==> src/rtl/tsch_pkg.sv <==
package tsch_pkg;

   typedef enum logic [0:0] {
      ST_IDLE  = 1'b0,
      ST_CATCH = 1'b1
   } tsch_state_e;

   typedef struct packed {
      logic due;
      logic stat_due;
      logic lost;
   } tsch_flags_t;

endpackage

==> src/rtl/tsch_tick_gen.sv <==
module tsch_tick_gen #(
   parameter int CW   = 32,
   parameter int FREQ = 32768,
   parameter int HZ   = 100
) (
   input  logic          clk,
   input  logic          rst_n,
   input  logic          load,
   input  logic [CW-1:0] load_val,
   input  logic          step,
   input  logic          resync,
   input  logic [CW-1:0] resync_val,
   output logic [CW-1:0] tick_time
);
   localparam int BASE    = FREQ / HZ;
   localparam int ERR_INC = FREQ % HZ;
   localparam int EW      = $clog2(2 * HZ + 1);

   logic extra;

   generate
      if (HZ < 1 || FREQ < HZ) begin : g_bad_rate
         $error("tsch_tick_gen: FREQ must be at least HZ and HZ positive");
      end
      if (CW < 8 || BASE + 1 >= (1 << (CW - 2))) begin : g_bad_width
         $error("tsch_tick_gen: CW too narrow for the base period");
      end

      if (ERR_INC == 0) begin : g_exact
         assign extra = 1'b0;
      end else begin : g_frac
         logic [EW-1:0] err_sum;
         logic [EW-1:0] err_add;
         assign err_add = err_sum + EW'(ERR_INC);
         assign extra   = (err_add > EW'(HZ));

         always_ff @(posedge clk or negedge rst_n) begin
            if (!rst_n)
               err_sum <= '0;
            else if (load)
               err_sum <= '0;
            else if (step && !resync)
               err_sum <= extra ? (err_add - EW'(HZ)) : err_add;
         end

         // the sum never rests above HZ
         p_err_bound_r4: assert property (@(posedge clk) disable iff (!rst_n)
            err_sum <= EW'(HZ));
      end
   endgenerate

   always_ff @(posedge clk or negedge rst_n) begin
      if (!rst_n)
         tick_time <= '0;
      else if (load)
         tick_time <= load_val + CW'(BASE);
      else if (resync)
         tick_time <= resync_val;
      else if (step)
         tick_time <= tick_time + CW'(BASE) + CW'(extra);
   end

   // one tick moves the tick time by P or P+1
   p_step_adv_r4: assert property (@(posedge clk) disable iff (!rst_n)
      (step && !load && !resync) |=>
         ((tick_time - $past(tick_time)) == CW'(BASE) ||
          (tick_time - $past(tick_time)) == CW'(BASE + 1)));

   // seeding places the tick one base period ahead
   p_load_r2: assert property (@(posedge clk) disable iff (!rst_n)
      load |=> (tick_time - $past(load_val)) == CW'(BASE));

endmodule

==> src/rtl/tsch_event_sel.sv <==
module tsch_event_sel
   import tsch_pkg::*;
#(
   parameter int CW   = 32,
   parameter int BASE = 327
) (
   input  logic [CW-1:0] tick_time,
   input  logic [CW-1:0] stat_time,
   input  logic [CW-1:0] now_q,
   input  logic [CW-1:0] fresh,
   output tsch_flags_t   flags,
   output logic [CW-1:0] dur
);
   logic [CW-1:0] dist_t;
   logic [CW-1:0] dist_s;
   logic [CW-1:0] target;
   logic [CW-1:0] raw;
   logic [CW-1:0] clamped;

   always_comb begin
      dist_t  = tick_time - now_q;
      dist_s  = stat_time - now_q;
      target  = (dist_t < dist_s) ? tick_time : stat_time;
      raw     = target - fresh;
      clamped = (raw == '0 || raw[CW-1]) ? CW'(1) : raw;

      flags.due      = (dist_t == '0) || dist_t[CW-1];
      flags.stat_due = (dist_s == '0) || dist_s[CW-1];
      flags.lost     = (clamped > CW'(BASE + 1));
      dur            = flags.lost ? CW'(BASE) : clamped;
   end

endmodule

==> src/rtl/tsch_ctl.sv <==
module tsch_ctl
   import tsch_pkg::*;
(
   input  logic        clk,
   input  logic        rst_n,
   input  logic        init,
   input  logic        service,
   input  logic        due,
   output tsch_state_e state,
   output logic        capture,
   output logic        step,
   output logic        finish
);
   always_comb begin
      capture = (state == ST_IDLE)  && service && !init;
      step    = (state == ST_CATCH) && due     && !init;
      finish  = (state == ST_CATCH) && !due    && !init;
   end

   always_ff @(posedge clk or negedge rst_n) begin
      if (!rst_n)
         state <= ST_IDLE;
      else if (init)
         state <= ST_IDLE;
      else if (capture)
         state <= ST_CATCH;
      else if (finish)
         state <= ST_IDLE;
   end

   // a finished pass always returns to idle
   p_finish_idle_r3: assert property (@(posedge clk) disable iff (!rst_n)
      finish |=> state == ST_IDLE);

   // a request while busy does not restart the pass
   p_busy_ignore_r9: assert property (@(posedge clk) disable iff (!rst_n)
      (state == ST_CATCH && service && due && !init) |=> state == ST_CATCH);

endmodule

==> src/rtl/frac_tick_sched.sv <==
module frac_tick_sched
   import tsch_pkg::*;
#(
   parameter int CW   = 32,
   parameter int FREQ = 32768,
   parameter int HZ   = 100
) (
   input  logic          clk,
   input  logic          rst_n,
   input  logic          init,
   input  logic [CW-1:0] ref_cnt,
   input  logic          stat_wr,
   input  logic [CW-1:0] stat_next,
   input  logic          service,
   output logic          tick,
   output logic          done,
   output logic [CW-1:0] duration,
   output logic          time_lost,
   output logic          stat_due
);
   localparam int BASE = FREQ / HZ;

   tsch_state_e   state;
   logic          capture;
   logic          step;
   logic          finish;
   logic [CW-1:0] now_q;
   logic [CW-1:0] stat_time;
   logic [CW-1:0] tick_time;
   logic [CW-1:0] dur_c;
   tsch_flags_t   flags;
   logic          resync;

   assign resync = finish && flags.lost;

   tsch_ctl u_ctl (
      .clk     (clk),
      .rst_n   (rst_n),
      .init    (init),
      .service (service),
      .due     (flags.due),
      .state   (state),
      .capture (capture),
      .step    (step),
      .finish  (finish)
   );

   tsch_tick_gen #(
      .CW   (CW),
      .FREQ (FREQ),
      .HZ   (HZ)
   ) u_tick_gen (
      .clk        (clk),
      .rst_n      (rst_n),
      .load       (init),
      .load_val   (ref_cnt),
      .step       (step),
      .resync     (resync),
      .resync_val (now_q),
      .tick_time  (tick_time)
   );

   tsch_event_sel #(
      .CW   (CW),
      .BASE (BASE)
   ) u_event_sel (
      .tick_time (tick_time),
      .stat_time (stat_time),
      .now_q     (now_q),
      .fresh     (ref_cnt),
      .flags     (flags),
      .dur       (dur_c)
   );

   always_ff @(posedge clk or negedge rst_n) begin
      if (!rst_n) begin
         now_q     <= '0;
         stat_time <= '0;
      end else begin
         if (capture)
            now_q <= ref_cnt;
         if (init)
            stat_time <= ref_cnt + CW'(BASE);
         else if (resync)
            stat_time <= now_q;
         else if (stat_wr)
            stat_time <= stat_next;
      end
   end

   always_ff @(posedge clk or negedge rst_n) begin
      if (!rst_n) begin
         tick      <= 1'b0;
         done      <= 1'b0;
         duration  <= '0;
         time_lost <= 1'b0;
         stat_due  <= 1'b0;
      end else begin
         tick <= step;
         done <= finish;
         if (finish) begin
            duration  <= dur_c;
            time_lost <= flags.lost;
            stat_due  <= flags.stat_due;
         end
      end
   end

   // a reported duration is at least 1 and at most P+1
   p_dur_range_r6: assert property (@(posedge clk) disable iff (!rst_n)
      done |-> (duration >= CW'(1) && duration <= CW'(BASE + 1)));

   // lost time falls back to exactly one base period
   p_lost_dur_r7: assert property (@(posedge clk) disable iff (!rst_n)
      (done && time_lost) |-> duration == CW'(BASE));

   // after recovery both event times sit at the latched now
   p_resync_r7: assert property (@(posedge clk) disable iff (!rst_n)
      (resync && !init) |=> (tick_time == now_q && stat_time == now_q));

   // ticks and the result strobe never overlap
   p_tick_done_r3: assert property (@(posedge clk) disable iff (!rst_n)
      $onehot0({tick, done}));

   // one result strobe per pass
   p_single_done_r9: assert property (@(posedge clk) disable iff (!rst_n)
      done |=> !done);

endmodule

==> config.mk <==
export PLATFORM = sky130hd
export DESIGN_NAME = frac_tick_sched
export DESIGN_NICKNAME = d
export VERILOG_FILES = /design/src/rtl/tsch_pkg.sv /design/src/rtl/tsch_tick_gen.sv /design/src/rtl/tsch_event_sel.sv /design/src/rtl/tsch_ctl.sv /design/src/rtl/frac_tick_sched.sv
export SDC_FILE = /design/constraint.sdc
export NUM_CORES = 1
export LEC_CHECK = 0
export BUFFER_PORTS_ARGS = -buffer_cell sky130_fd_sc_hd__buf_4
export CELL_PAD_IN_SITES_DETAIL_PLACEMENT = 1
export CELL_PAD_IN_SITES_GLOBAL_PLACEMENT = 1
export CORE_MARGIN = 2
export CORE_UTILIZATION = 36
export CTS_CLUSTER_SIZE = 40
export DETAILED_ROUTE_END_ITERATION = 16
export PLACE_DENSITY_LB_ADDON = 0.25
export SETUP_SLACK_MARGIN = 0.15
export SYNTH_ARGS = -nofsm -noshare
export SYNTH_HDL_FRONTEND = slang
export SYNTH_HIERARCHICAL = 1
export SYNTH_SLANG_ARGS = --single-unit
==> constraint.sdc <==
create_clock -name clk -period 28.8 [get_ports clk]
set_clock_uncertainty 0.15 [all_clocks]
set_input_delay 1.44 -clock clk [delete_from_list [all_inputs] [get_ports clk]]
set_output_delay 1.44 -clock clk [all_outputs]
set_load 0.02 [all_outputs]
* After elaboration in Yosys (flattened, before gate mapping) *
Cells that the tools add are included.

operators by class
  $lt $le $gt $ge = 3
  reductions and logical operators = 21
  div/mod/pow operators = 0
  add/sub/neg operators = 8
  shift-type cells = 0
  bitwise operators = 1
  equal/unequal tests = 0
  multiply operators = 0
  mux-type cells = 15

operators by type and width
  operator                                                        number
  2-to-1 mux 32 bit                                               9
  logical NOT 32 bit                                              3
  subtractor 32 bit                                               3
  adder 32 x 9 -> 32 bit, second input constant                   2
  adder 32 x 1 -> 32 bit                                          1
  greater-than comparator 32 x 9 -> 1 bit, second input constant  1
  < comparator 32 bit                                             1
  2-to-1 mux 8 bit                                                3
  nonzero test 3 bit                                              3
  adder 8 x 7 -> 8 bit, second input constant                     1
  greater-than comparator 8 x 7 -> 1 bit, second input constant   1
  logical AND 1 bit                                               8
  subtractor 8 x 7 -> 8 bit, second input constant                1
  logical NOT 1 bit                                               3
  logical OR 1 bit                                                3
  2-to-1 mux 1 bit                                                3
  nonzero test 2 bit                                              1
  inverter 1 bit                                                  1

storage, ports and cells
  word-level logic and storage cells = 58
  input port bits = 69
  latch bits = 0
  memory bits (writable) = 0
  register bits after elaboration = 141
  memories = 0
  bits in read-only memories = 0

* Depth between registers and ports, before layout *
  word-level depth = 13
  mapped depth = 46
  depth with buffers taken out = 43

* By module *
Netlist, hierarchy kept.

by module, submodules not included
  module           sequential area each (µm²)  cells an instance  instances  area each (µm²)
  tsch_event_sel   0.0                         962                1          6,814.0
  frac_tick_sched  2,502.4                     417                1          4,853.4
  tsch_tick_gen    950.9                       403                1          3,368.2
  tsch_ctl         25.0                        7                  1          71.3

* Worst setup path after synthesis *
Ideal clock, no wire load.

  path kind = flip-flop to flip-flop
  start = register u_tick_gen.tick_time[0]
  end = register u_tick_gen.tick_time[13]
  data required time = 28.507 ns
  slack = 19.384 ns
  buffers on the path = 4
  library setup time = 0.143 ns
  arrival = 9.123 ns
  period minus slack after synthesis = 9.416 ns
  stages on the path, launching flop included = 38
  cells stage by stage = dfrtp_1 -> inv_1 -> ha_1 -> inv_1 -> fa_1 -> a211oi_2 -> o21ai_0 -> a21oi_4 -> a311o_1 -> a311oi_1 -> or4b_2 -> a31oi_1 -> xnor2_1 -> ha_1 -> nand4_1 -> or2_2 -> o21ai_1 -> clkbuf_1 -> (+2 left out) -> clkbuf_1 -> nand4_1 -> a31oi_1 -> a21oi_1 -> o21ai_1 -> a31oi_1 -> xnor2_1 -> or4_1 -> or4_1 -> a211oi_1 -> nor2_1 -> nand2_1 -> clkinv_1 -> clkbuf_1 -> clkbuf_1 -> or4_1 -> a21oi_1 -> a211oi_1

RTL lines
  what                    RTL line             RTL
  from (decl)             tsch_tick_gen.sv:13  output logic [CW-1:0] tick_time
  from (signal assigned)  tsch_tick_gen.sv:56  tick_time <= load_val + CW'(BASE);
  from (signal assigned)  tsch_tick_gen.sv:58  tick_time <= resync_val;
  from (signal assigned)  tsch_tick_gen.sv:60  tick_time <= tick_time + CW'(BASE) + CW'(extra);

==> flow_summary.yaml <==
die:
  dieArea_mm2: 0.0436
  rows: 75
  ios: 105
  core_area_mm2: 0.0417
  die_w_um: 209
  initial_core_util: 0.363
  die_y_um: 209
yosys:
  synth_area_mm2: 0.0151
  ys_types: 100
  synth_commonest_cells: "139 x dfrtp_1, 130 x ha_1, 129 x a21oi_1"
  syn_area_per_cell_um2: 8.44
  synth_seq_cells: 139
  synthFlopType: "dfrtp_1"
  syn_inst: 1789
  ys.warnings.count: 6
  ys_async_sr_fraction: 1.00
  synth_top_cell_area_share: 0.230
  synth_area_leaders: "dfrtp_1 23%, ha_1 11%, mux2_2 7.5%, xnor2_1 5.2%, xor2_1 4.3%"
  synth_seq_area_share: 0.230
  synth_largest_area_cell: "dfrtp_1"
  synth_enable_flop_cells: 0
  yosysMostFrequentCell: "dfrtp_1"
run_status:
  status: "finished clean"
placed_design:
  hpwl_mm: 42.8
  io_buffers: 104
  place.gp.congestion: 0.886
clock_tree:
  cts.path.max_buffers: 2
  cts_hold_buf: 0
  cts_root_buffer: "clkbuf_16"
  cts.sinks: 139
  insertion_delay_ns: 0.46
  cts_buffers: 17
  cts_tree: "built"
  h-tree-depth: 4
  postCtsSetupBuffers: 0
  cts_resized: 0
  cts.clk_slew.worst_paths_ns: 0.07
sta:
  slew_headroom: 0.275
  drv_slew: 0
  hold_viol: 0
  setup_viol: 0
  tns_ns: 0
  fin_crit_sh: 0.405
  final.min_clock_period_ns: 11.67
  grt_setup_unrepaired: "no"
  fmax_ghz: 0.0857
  worst_pin_slew_ns: 1.08
critical_path:
  r2r_slack_ns: 17.13
  crit_path_end_kind: "flip-flop"
  cp.arrival_ns: 11.79
  cpPeakStageDelay_ns: 0.87
  required_ns: 28.92
  worstSetupStartpointType: "flip-flop"
  path_max_fanout: 77
  slowest_stage: "a211oi_1"
  critical_path_class: "reg -> reg"
  critPathMostFrequentCell: "a21oi_1"
drt:
  num_vias: 14000
  drcViolationCount: 0
  firstDrtPassIters: 5
  first_iter_violations: 881
  drt_wl_total_mm: 53.9
  wl_per_cell_um: 22.4
  ant_nets: 0
  vias_per_cell: 5.85
min_path:
  hp-class: "reg -> reg"
finish:
  layout.nets: 2051
  area_growth_pct: 11.9
  insertedDiodeCount: 0
  drive_gt1_frac: 0.160
global_route:
  grt_pass1_vias: 14400
  antenna_found_initial: 0
  grt_overflow_total: 0
  grt_start_max_net_pins: 90
  grt_usage: 0.249
  grt_pass1_wl_mm: 84.4
run:
  max_cap_viol_count: 0
critical path: cells and delay by family (launching register included):
family / cells / cell delay [ns]
AO/OA/AOI/OAI: 23 / 5.63
XOR/XNOR: 2 / 0.25
adder cells (fa/ha/maj): 5 / 1.42
buffers and inverters: 6 / 1.14
flip-flops: 1 / 0.42
AND/OR/NAND/NOR: 6 / 2.34
stage by stage:
stage | instances | cell area [µm²] | setup slack [ns] | util | hold WS (ns)
floorplan | 1811 | 15200 | 19.38 | - | 0.368
global placement | 2369 | 16300 | 17.52 | 0.391 | 0.342
detailed placement | 2369 | 16300 | 17.32 | 0.391 | 0.348
CTS | 2401 | 16900 | 17.27 | 0.406 | 0.364
global route | 2401 | 16900 | 16.20 | 0.406 | 0.372
finish | 2401 | 16900 | 17.13 | 0.406 | 0.361
state kept, by name (all words and copies together), names as in the netlist:
| register | count |
|---|---|
| duration | 32 |
| now_q | 32 |
| stat_time | 32 |
| u_tick_gen/tick_time | 32 |
| u_tick_gen/g_frac.err_sum | 6 |
| done | 1 |
| stat_due | 1 |
| tick | 1 |
| time_lost | 1 |
| u_ctl/state | 1 |
cell families (layout without fill, tap and decap cells):
group / Yosys count / count (layout) / share of synthesized area
xor gates and xnor gates: 164 / 164 / 0.0951
adders and majority gates: 134 / 134 / 0.112
buffers and inverters: 204 / 255 / 0.0571
DFF: 139 / 139 / 0.230
other: 1 / 23 / 0.000248
AOI/OAI and AO/OA: 459 / 459 / 0.204
muxes: 156 / 156 / 0.112
and+or+nand+nor: 532 / 532 / 0.189
worst paths after layout:
check | start | endpoint | cells past startpoint
setup / recovery | now_q[0] | u_tick_gen/tick_time[13] | 42
hold / removal | stat_due | stat_due | 1
setup reg to reg | now_q[0] | u_tick_gen/tick_time[13] | 42
hold reg to reg | stat_due | stat_due | 1
max in group asynchronous | rst_n | u_tick_gen/tick_time[5] | 2
min in group asynchronous | rst_n | stat_time[4] | 1
placed cells by master (no fill, tap or decap), drive strengths merged, types with 34 or more instances in the layout:
master / synthesis / final
xor2: 75 / 75
nor2: 119 / 119
mux2: 101 / 101
a211oi: 34 / 34
a21o: 39 / 39
mux2i: 55 / 55
nand3: 53 / 53
a21oi: 133 / 133
buf: 39 / 113
dfrtp: 139 / 139
nand2: 117 / 117
ha: 130 / 130
o21ai: 85 / 85
inv: 109 / 121
nand4: 54 / 54
xnor2: 89 / 89
area by class of cell:
class	instances	area (µm²)
clock buffer	17	425
clock inverter	15	196
sequential	139	3480
timing repair buffer	113	852
multi-input combinational	1468	10900
tap	539	674
inverter	110	413
fill	5018	24800
per-layer routing:
metal | routed length, µm | global-route usage | share of wire
met4 | 1820 | 0.0963 | 0.034
met5 | 0 | 0 | 0
met2 | 24100 | 0.388 | 0.45
met3 | 1940 | 0.0209 | 0.036
met1 | 26100 | 0.356 | 0.48
Power is not shown: default switching activity piles up to over one toggle a cycle in this logic, so the estimate is an artifact.
